[src/rtl/tbs_pkg.sv]
package tbs_pkg;

    localparam int TICKS_PER_BIT = 3;
    localparam int RX_SKIP_TICKS = 3;
    localparam int RX_STOP_TICKS = 2;
    localparam int TX_PAD_TICKS  = 2;

    typedef enum logic [2:0] {
        RX_HOLD,
        RX_HUNT,
        RX_SKIP,
        RX_DATA,
        RX_STOP
    } rx_state_t;

    typedef enum logic [2:0] {
        TX_IDLE,
        TX_PAD,
        TX_START,
        TX_DATA,
        TX_STOP
    } tx_state_t;

endpackage

[src/rtl/tbs_tick_gen.sv]
module tbs_tick_gen #(
    parameter int CLK_HZ        = 250_000_000,
    parameter int BAUD          = 2400,
    parameter int TICKS_PER_BIT = 3
) (
    input  logic clk,
    input  logic rst_n,
    output logic tick
);
    localparam int DIV_RAW = CLK_HZ / (BAUD * TICKS_PER_BIT);
    localparam int DIV     = (DIV_RAW < 1) ? 1 : DIV_RAW;
    localparam int CW      = (DIV > 1) ? $clog2(DIV) : 1;

    generate
        if (DIV == 1) begin : g_every_clock
            assign tick = 1'b1;
        end else begin : g_divider
            logic [CW-1:0] cnt;

            always_ff @(posedge clk or negedge rst_n) begin
                if (!rst_n) begin
                    cnt <= '0;
                end else if (cnt == CW'(DIV - 1)) begin
                    cnt <= '0;
                end else begin
                    cnt <= cnt + 1'b1;
                end
            end

            assign tick = (cnt == CW'(DIV - 1));

            AST_TICK_SPACING: assert property (@(posedge clk) disable iff (!rst_n)
                tick |=> !tick);
        end
    endgenerate

endmodule

[src/rtl/tbs_rx.sv]
module tbs_rx
    import tbs_pkg::*;
#(
    parameter int DATA_BITS  = 8,
    parameter int TPB        = TICKS_PER_BIT,
    parameter int SKIP_TICKS = RX_SKIP_TICKS,
    parameter int STOP_TICKS = RX_STOP_TICKS
) (
    input  logic                 clk,
    input  logic                 rst_n,
    input  logic                 tick,
    input  logic                 rx_pin,
    input  logic                 hold,
    input  logic                 seen_clr,
    output logic [DATA_BITS-1:0] rx_data,
    output logic                 rx_valid,
    output logic                 hunting,
    output logic                 seen
);
    localparam int TMAX_A = (SKIP_TICKS > TPB) ? SKIP_TICKS : TPB;
    localparam int TMAX   = (STOP_TICKS > TMAX_A) ? STOP_TICKS : TMAX_A;
    localparam int TCW    = $clog2(TMAX + 1);
    localparam int BW     = (DATA_BITS > 1) ? $clog2(DATA_BITS) : 1;

    logic                 sync_a, line;
    rx_state_t            state, nxt;
    logic [TCW-1:0]       tcnt;
    logic [BW-1:0]        bidx;
    logic [DATA_BITS-1:0] shreg;

    // two-flop synchroniser, idle level high
    always_ff @(posedge clk or negedge rst_n) begin
        if (!rst_n) begin
            sync_a <= 1'b1;
            line   <= 1'b1;
        end else begin
            sync_a <= rx_pin;
            line   <= sync_a;
        end
    end

    // next-state logic
    always_comb begin
        nxt = state;
        unique case (state)
            RX_HOLD: if (!hold) nxt = RX_HUNT;
            RX_HUNT: begin
                if (hold)                nxt = RX_HOLD;
                else if (tick && !line)  nxt = RX_SKIP;
            end
            RX_SKIP: if (tick && tcnt == TCW'(SKIP_TICKS - 1)) nxt = RX_DATA;
            RX_DATA: if (tick && tcnt == TCW'(TPB - 1) && bidx == BW'(DATA_BITS - 1))
                         nxt = RX_STOP;
            RX_STOP: if (tick && tcnt == TCW'(STOP_TICKS - 1)) nxt = RX_HUNT;
            default: nxt = RX_HOLD;
        endcase
    end

    // state register with tick and bit counters
    always_ff @(posedge clk or negedge rst_n) begin
        if (!rst_n) begin
            state <= RX_HUNT;
            tcnt  <= '0;
            bidx  <= '0;
            shreg <= '0;
        end else begin
            state <= nxt;
            if (state != nxt) begin
                tcnt <= '0;
            end else if (tick && (state == RX_SKIP || state == RX_DATA || state == RX_STOP)) begin
                if (state == RX_DATA && tcnt == TCW'(TPB - 1)) begin
                    tcnt <= '0;
                    bidx <= bidx + 1'b1;
                end else begin
                    tcnt <= tcnt + 1'b1;
                end
            end
            if (state == RX_SKIP) begin
                bidx <= '0;
            end
            if (state == RX_DATA && tick && tcnt == '0) begin
                shreg <= {line, shreg[DATA_BITS-1:1]};
            end
        end
    end

    // output process
    always_ff @(posedge clk or negedge rst_n) begin
        if (!rst_n) begin
            rx_data  <= '0;
            rx_valid <= 1'b0;
            seen     <= 1'b0;
        end else begin
            rx_valid <= (state == RX_STOP) && (nxt == RX_HUNT);
            if (state == RX_STOP && nxt == RX_HUNT) begin
                rx_data <= shreg;
            end
            if (state == RX_HUNT && nxt == RX_SKIP) begin
                seen <= 1'b1;
            end else if (seen_clr) begin
                seen <= 1'b0;
            end
        end
    end

    assign hunting = (state == RX_HUNT);

    AST_RX_VALID_PULSE: assert property (@(posedge clk) disable iff (!rst_n)
        rx_valid |=> !rx_valid);
    AST_RX_HOLD_QUIET: assert property (@(posedge clk) disable iff (!rst_n)
        (state == RX_HOLD) |-> !rx_valid);
    AST_RX_SEEN_ON_START: assert property (@(posedge clk) disable iff (!rst_n)
        $rose(seen) |-> (state == RX_SKIP));

endmodule

[src/rtl/tbs_tx.sv]
module tbs_tx
    import tbs_pkg::*;
#(
    parameter int DATA_BITS = 8,
    parameter int TPB       = TICKS_PER_BIT,
    parameter int PAD_TICKS = TX_PAD_TICKS
) (
    input  logic                 clk,
    input  logic                 rst_n,
    input  logic                 tick,
    input  logic                 send,
    input  logic [DATA_BITS-1:0] data,
    input  logic                 pad_req,
    input  logic                 rx_idle,
    output logic                 tx_line,
    output logic                 busy,
    output logic                 accept
);
    localparam int TCW = $clog2(TPB + 1);
    localparam int BW  = (DATA_BITS > 1) ? $clog2(DATA_BITS) : 1;
    localparam int PW  = (PAD_TICKS > 0) ? $clog2(PAD_TICKS + 1) : 1;

    tx_state_t            state, nxt;
    logic [TCW-1:0]       tcnt;
    logic [BW-1:0]        bidx;
    logic [PW-1:0]        pad_left;
    logic [DATA_BITS-1:0] shreg;

    assign accept = send && (state == TX_IDLE) && rx_idle;

    // next-state logic
    always_comb begin
        nxt = state;
        unique case (state)
            TX_IDLE:  if (accept) nxt = TX_PAD;
            TX_PAD:   if (tick && pad_left == '0) nxt = TX_START;
            TX_START: if (tick && tcnt == TCW'(TPB - 1)) nxt = TX_DATA;
            TX_DATA:  if (tick && tcnt == TCW'(TPB - 1) && bidx == BW'(DATA_BITS - 1))
                          nxt = TX_STOP;
            TX_STOP:  if (tick && tcnt == TCW'(TPB - 1)) nxt = TX_IDLE;
            default:  nxt = TX_IDLE;
        endcase
    end

    // state register with counters and shifter
    always_ff @(posedge clk or negedge rst_n) begin
        if (!rst_n) begin
            state    <= TX_IDLE;
            tcnt     <= '0;
            bidx     <= '0;
            pad_left <= '0;
            shreg    <= '0;
        end else begin
            state <= nxt;
            if (accept) begin
                shreg    <= data;
                pad_left <= pad_req ? PW'(PAD_TICKS) : '0;
            end
            if (state == TX_PAD && tick && pad_left != '0) begin
                pad_left <= pad_left - 1'b1;
            end
            if (state == TX_START) begin
                bidx <= '0;
            end
            if (state != nxt) begin
                tcnt <= '0;
            end else if (tick && (state == TX_START || state == TX_DATA || state == TX_STOP)) begin
                if (state == TX_DATA && tcnt == TCW'(TPB - 1)) begin
                    tcnt  <= '0;
                    bidx  <= bidx + 1'b1;
                    shreg <= shreg >> 1;
                end else begin
                    tcnt <= tcnt + 1'b1;
                end
            end
        end
    end

    // output process
    always_comb begin
        unique case (state)
            TX_START: tx_line = 1'b0;
            TX_DATA:  tx_line = shreg[0];
            default:  tx_line = 1'b1;
        endcase
    end

    assign busy = (state != TX_IDLE);

    AST_TX_BIT_STABLE: assert property (@(posedge clk) disable iff (!rst_n)
        (state == TX_DATA && !tick) |=> $stable(tx_line));
    AST_TX_NO_RESTART: assert property (@(posedge clk) disable iff (!rst_n)
        (busy && send) |=> (state != TX_IDLE || $past(state) == TX_STOP));

endmodule

[src/rtl/tbs_serial.sv]
module tbs_serial
    import tbs_pkg::*;
#(
    parameter int CLK_HZ    = 250_000_000,
    parameter int BAUD      = 2400,
    parameter int DATA_BITS = 8
) (
    input  logic                 clk,
    input  logic                 rst_n,
    input  logic                 rx_pin,
    output logic                 tx_pin,
    output logic [DATA_BITS-1:0] rx_data,
    output logic                 rx_valid,
    output logic                 rx_hunting,
    input  logic [DATA_BITS-1:0] tx_data,
    input  logic                 tx_send,
    output logic                 tx_busy
);
    logic tick;
    logic accept;
    logic rx_seen;

    tbs_tick_gen #(
        .CLK_HZ       (CLK_HZ),
        .BAUD         (BAUD),
        .TICKS_PER_BIT(TICKS_PER_BIT)
    ) u_tick (
        .clk  (clk),
        .rst_n(rst_n),
        .tick (tick)
    );

    tbs_rx #(
        .DATA_BITS (DATA_BITS),
        .TPB       (TICKS_PER_BIT),
        .SKIP_TICKS(RX_SKIP_TICKS),
        .STOP_TICKS(RX_STOP_TICKS)
    ) u_rx (
        .clk     (clk),
        .rst_n   (rst_n),
        .tick    (tick),
        .rx_pin  (rx_pin),
        .hold    (tx_busy | accept),
        .seen_clr(accept),
        .rx_data (rx_data),
        .rx_valid(rx_valid),
        .hunting (rx_hunting),
        .seen    (rx_seen)
    );

    tbs_tx #(
        .DATA_BITS(DATA_BITS),
        .TPB      (TICKS_PER_BIT),
        .PAD_TICKS(TX_PAD_TICKS)
    ) u_tx (
        .clk    (clk),
        .rst_n  (rst_n),
        .tick   (tick),
        .send   (tx_send),
        .data   (tx_data),
        .pad_req(rx_seen),
        .rx_idle(rx_hunting),
        .tx_line(tx_pin),
        .busy   (tx_busy),
        .accept (accept)
    );

    AST_HALF_DUPLEX: assert property (@(posedge clk) disable iff (!rst_n)
        tx_busy |-> !rx_valid);
    AST_ACCEPT_CLEARS_FLAG: assert property (@(posedge clk) disable iff (!rst_n)
        $rose(tx_busy) |-> (!rx_seen && tx_pin));
    AST_IDLE_LINE_HIGH: assert property (@(posedge clk) disable iff (!rst_n)
        (!tx_busy && $past(!tx_busy)) |-> tx_pin);

endmodule

[config.mk]
export PLATFORM = sky130hd
export DESIGN_NAME = tbs_serial
export DESIGN_NICKNAME = d
export VERILOG_FILES = /design/src/rtl/tbs_pkg.sv /design/src/rtl/tbs_tick_gen.sv /design/src/rtl/tbs_rx.sv /design/src/rtl/tbs_tx.sv /design/src/rtl/tbs_serial.sv
export SDC_FILE = /design/constraint.sdc
export NUM_CORES = 1
export LEC_CHECK = 0
export BUFFER_PORTS_ARGS = -buffer_cell sky130_fd_sc_hd__buf_2
export CAP_MARGIN = 25
export CORE_MARGIN = 3
export CORE_UTILIZATION = 49
export CTS_BUF_LIST = sky130_fd_sc_hd__clkbuf_4
export CTS_CLUSTER_DIAMETER = 150
export DETAILED_ROUTE_END_ITERATION = 7
export PLACE_DENSITY_LB_ADDON = 0.2
export SYNTH_ARGS = -nofsm -noshare
export SYNTH_HDL_FRONTEND = slang
export SYNTH_SLANG_ARGS = --single-unit
export TNS_END_PERCENT = 30
[constraint.sdc]
create_clock -name clk -period 3.1 [get_ports clk]
set_input_delay 0 -clock clk [delete_from_list [all_inputs] [get_ports clk]]
set_output_delay 0 -clock clk [all_outputs]
set_load 0.01 [all_outputs]
==> impl_metrics.env <==
export IMPL_status="finished, final reports clean"
export IMPL_synth_cell_type_count=55
export IMPL_start_util_pct=51.37
export IMPL_yosys_top_cells_area="dfrtp_1 (48%), mux2_2 (6.2%), nor2_1 (3.9%), nand3_1 (3.2%), mux2i_1 (2.9%)"
export IMPL_grt_pass1_wl_um=10750
export IMPL_dp_cells=383
export IMPL_rsz0062_at_grt="false"
export IMPL_wl_per_cell_um=14.79
export IMPL_chipHeight_um=85.48
export IMPL_cts_root_buffer="clkbuf_4"
export IMPL_cp_num_cells=9
export IMPL_ctsLongestPathBuffers=2
export IMPL_syn_inst=291
export IMPL_syn_to_final_growth_pct=15.48
export IMPL_syn_cell_area_um2=3095
export IMPL_arrival_ns=2.68
export IMPL_io_buffers=23
export IMPL_ys_warn_count=0
export IMPL_cts_made_buffers=9
export IMPL_setup_tns_ns=0
export IMPL_grt_pass1_vias=2313
export IMPL_max_slew_margin_pct=59.55
export IMPL_layout_cells_non_filler=410
export IMPL_synth_fp_nets=310
export IMPL_core_area_um2=6026
export IMPL_place_congestion=0.8808
export IMPL_reg2reg_slack_ns=0.77
export IMPL_die_w_um=85.48
export IMPL_slew_viol_final=0
export IMPL_hp_class="input port to async pin"
export IMPL_finalSetupViolations=0
export IMPL_crit_buf_inv=2
export IMPL_drive_above_1_share_pct=22.99
export IMPL_worstSetupStartpointType="flip-flop"
export IMPL_r2r_start="u_tick.g_divider.cnt[1]"
export IMPL_utilization_pct=59.32
export IMPL_fin_skew_ns=0.01555
export IMPL_die_area_um2=7307
export IMPL_grt_usage_pct=18.75
export IMPL_overflow=0
export IMPL_ir_drop_mv=0.4847
export IMPL_n_antenna_cell=0
export IMPL_crit_path_end_kind="flip-flop"
export IMPL_rr_worst_depth=9
export IMPL_synth_seq_cells=62
export IMPL_dr_total_vias=2275
export IMPL_cellPowerDensity_nw_per_um2=426.0
export IMPL_clkTransAtPathRegs_ns=0.13
export IMPL_synth_top_area_share_pct=47.70
export IMPL_drv_cap=0
export IMPL_cp_slowest_cell="dfrtp_1"
export IMPL_clock_sinks=62
export IMPL_hold_viol_final=0
export IMPL_cp_startpoint="u_tick.g_divider.cnt[1]"
export IMPL_holdWs_ns=0.01832
export IMPL_io_pins=24
export IMPL_cts_tree="yes"
export IMPL_grt_max_degree=47
export IMPL_final_nets=349
export IMPL_tightest_slew_ns=0.6021
export IMPL_fmax_ghz=0.4300
export IMPL_fin_crit_sh_pct=75.02
export IMPL_drc=0
export IMPL_cts_max_level=3
export IMPL_cpLargestDelayFamily="simple AND/OR/NAND/NOR gates"
export IMPL_timing_final_crit_period_ns=2.326
export IMPL_first_iter_violations=181
export IMPL_antenna_found_initial=0
export IMPL_drt_wl_total_um=6062
export IMPL_synth_area_per_cell_um2=10.64
export IMPL_yosysTopAreaCell="dfrtp_1"
export IMPL_required_ns=3.45
export IMPL_cts_setup_buffers=0
export IMPL_ys_seq_area_share_pct=50.24
export IMPL_slowest_delay_ns=0.46
export IMPL_viasPerCell=5.549
export IMPL_async_flop_share_pct=100.0
export IMPL_clk_latency_ns=0.41
export IMPL_cp_max_fo=9
export IMPL_detail_route_first_pass_iterations=5
export IMPL_ys_flop_type="dfrtp_1"
export IMPL_ant_nets=0
export IMPL_cts_resized=0
export IMPL_leakagePower_nw=1.709
export IMPL_hpwl_um=4071
export IMPL_path_cells="inv_1 -> ha_1 -> and4bb_2 -> nand3_1 -> nor4_4 -> buf_4 -> a2111o_1 -> mux2_4 -> nor2_1"
export IMPL_worstSetupPathType="flip-flop to flip-flop"
export IMPL_endpoint="u_rx.tcnt[0]"
export IMPL_synth_edf_count=0
export IMPL_r2r_end="u_rx.tcnt[0]"
export IMPL_rows=28
worst min path at each step:
| stage | endpoint | from | cells past startpoint | slack, ns |
|---|---|---|---|---|
| 6_report | u_tx.shreg[3] | rst_n | 2 | 0.02 |
| 5_1_grt | u_tx.shreg[3] | rst_n | 2 | 0.05 |
| 3_5_place_dp | u_tick.g_divider.cnt[9] | rst_n | 1 | -0.06 |
| 2_1_floorplan | u_rx.bidx[0] | rst_n | 0 | -0.30 |
| 3_3_place_gp | u_tick.g_divider.cnt[9] | rst_n | 1 | -0.06 |
| 4_1_cts | u_tx.tcnt[0] | rst_n | 2 | 0.03 |
where the power goes:
group	internal (mW)	leakage [nW]	switching, mW	total (mW)
logic	0.0156	0.841	0.0203	0.0359
clock network	0.338	0.0915	0.336	0.674
registers	0.812	0.776	0.00112	0.813
total	1.17	1.71	0.358	1.52
kinds of logic after synthesis:
| kind of cell | Yosys count | synth area share, % |
|---|---|---|
| AO/OA/AOI/OAI | 43 | 8.731 |
| XOR/XNOR | 15 | 4.244 |
| flip-flops | 62 | 50.24 |
| adder cells (fa/ha/maj) | 7 | 2.829 |
| multiplexers | 27 | 9.579 |
| AND/OR/NAND/NOR | 114 | 21.46 |
| buffers and inverters | 23 | 2.910 |
cells in the final DEF (no fill, tap or decap), drive strengths merged, types with 7 or more instances in the layout:
cell type,Yosys,routed
a21oi,11,11
buf,2,27
clkbuf,8,9
dfrtp,59,59
dlygate4sd3,0,11
ha,7,7
inv,13,16
mux2,18,18
mux2i,9,9
nand2,17,17
nand3,20,20
nor2,32,32
o21ai,12,12
xnor2,8,8
xor2,7,7
cell usage after synthesis, drive strengths merged, types with 2 or more instances:
master	n
clkbuf	8
o211ai	2
or3	3
mux2i	9
nand4	5
inv	13
nor2b	5
nor2	32
ha	7
and2	3
nor4b	3
a31oi	4
xor2	7
dfrtp	59
a21oi	11
and3	5
nand2b	3
nand3	20
o21ai	12
buf	2
dfstp	3
nor4	3
nor3	5
or4b	2
nand2	17
and4	4
mux2	18
xnor2	8
a21o	3
sequential cells by signal (all words and copies together), names as in the netlist, 2 cells and up:
name                  count
u_rx.bidx                 3
u_tx.tcnt                 2
u_rx.state                3
u_tx.bidx                 3
u_tick.g_divider.cnt     16
u_tx.state                3
u_rx.shreg                8
u_rx.tcnt                 2
u_tx.shreg                8
u_tx.pad_left             2
u_rx.rx_data              8
layer usage:
metal	vias up	share of wire (%)	global-route usage [%]
met4	0	1.8	7.194
met1	1100	48	25.71
met2	45	47	28.74
met3	10	3.5	4.660
met5	-	0	0
li1	1120	-	-
metrics by stage:
stage	cell area [um^2]	worst slack [ns]	total power [mW]
after CTS	3575	0.7677	1.537
after global routing	3575	0.5544	1.576
after floorplan	3095	0.9190	0.8292
final	3575	0.7743	1.523
after global placement	3293	0.8782	0.8540
after detailed placement	3293	0.7966	0.8543
layout make-up:
type	instances	area, um^2
Sequential cell	62	1555
Clock buffer	9	67.56
Clock inverter	7	103.9
Inverter	13	48.80
Multi-Input combinational cell	206	1450
Tap cell	75	93.84
Fill cell	540	2451
Timing Repair Buffer	38	255.2
what timing repair did:
item / in CTS / in global routing
hold endpoints to repair: 26 / 0
hold buffers: 11 / 0
setup endpoints to repair: 0 / 0
Power figures use the tool's default switching activity.
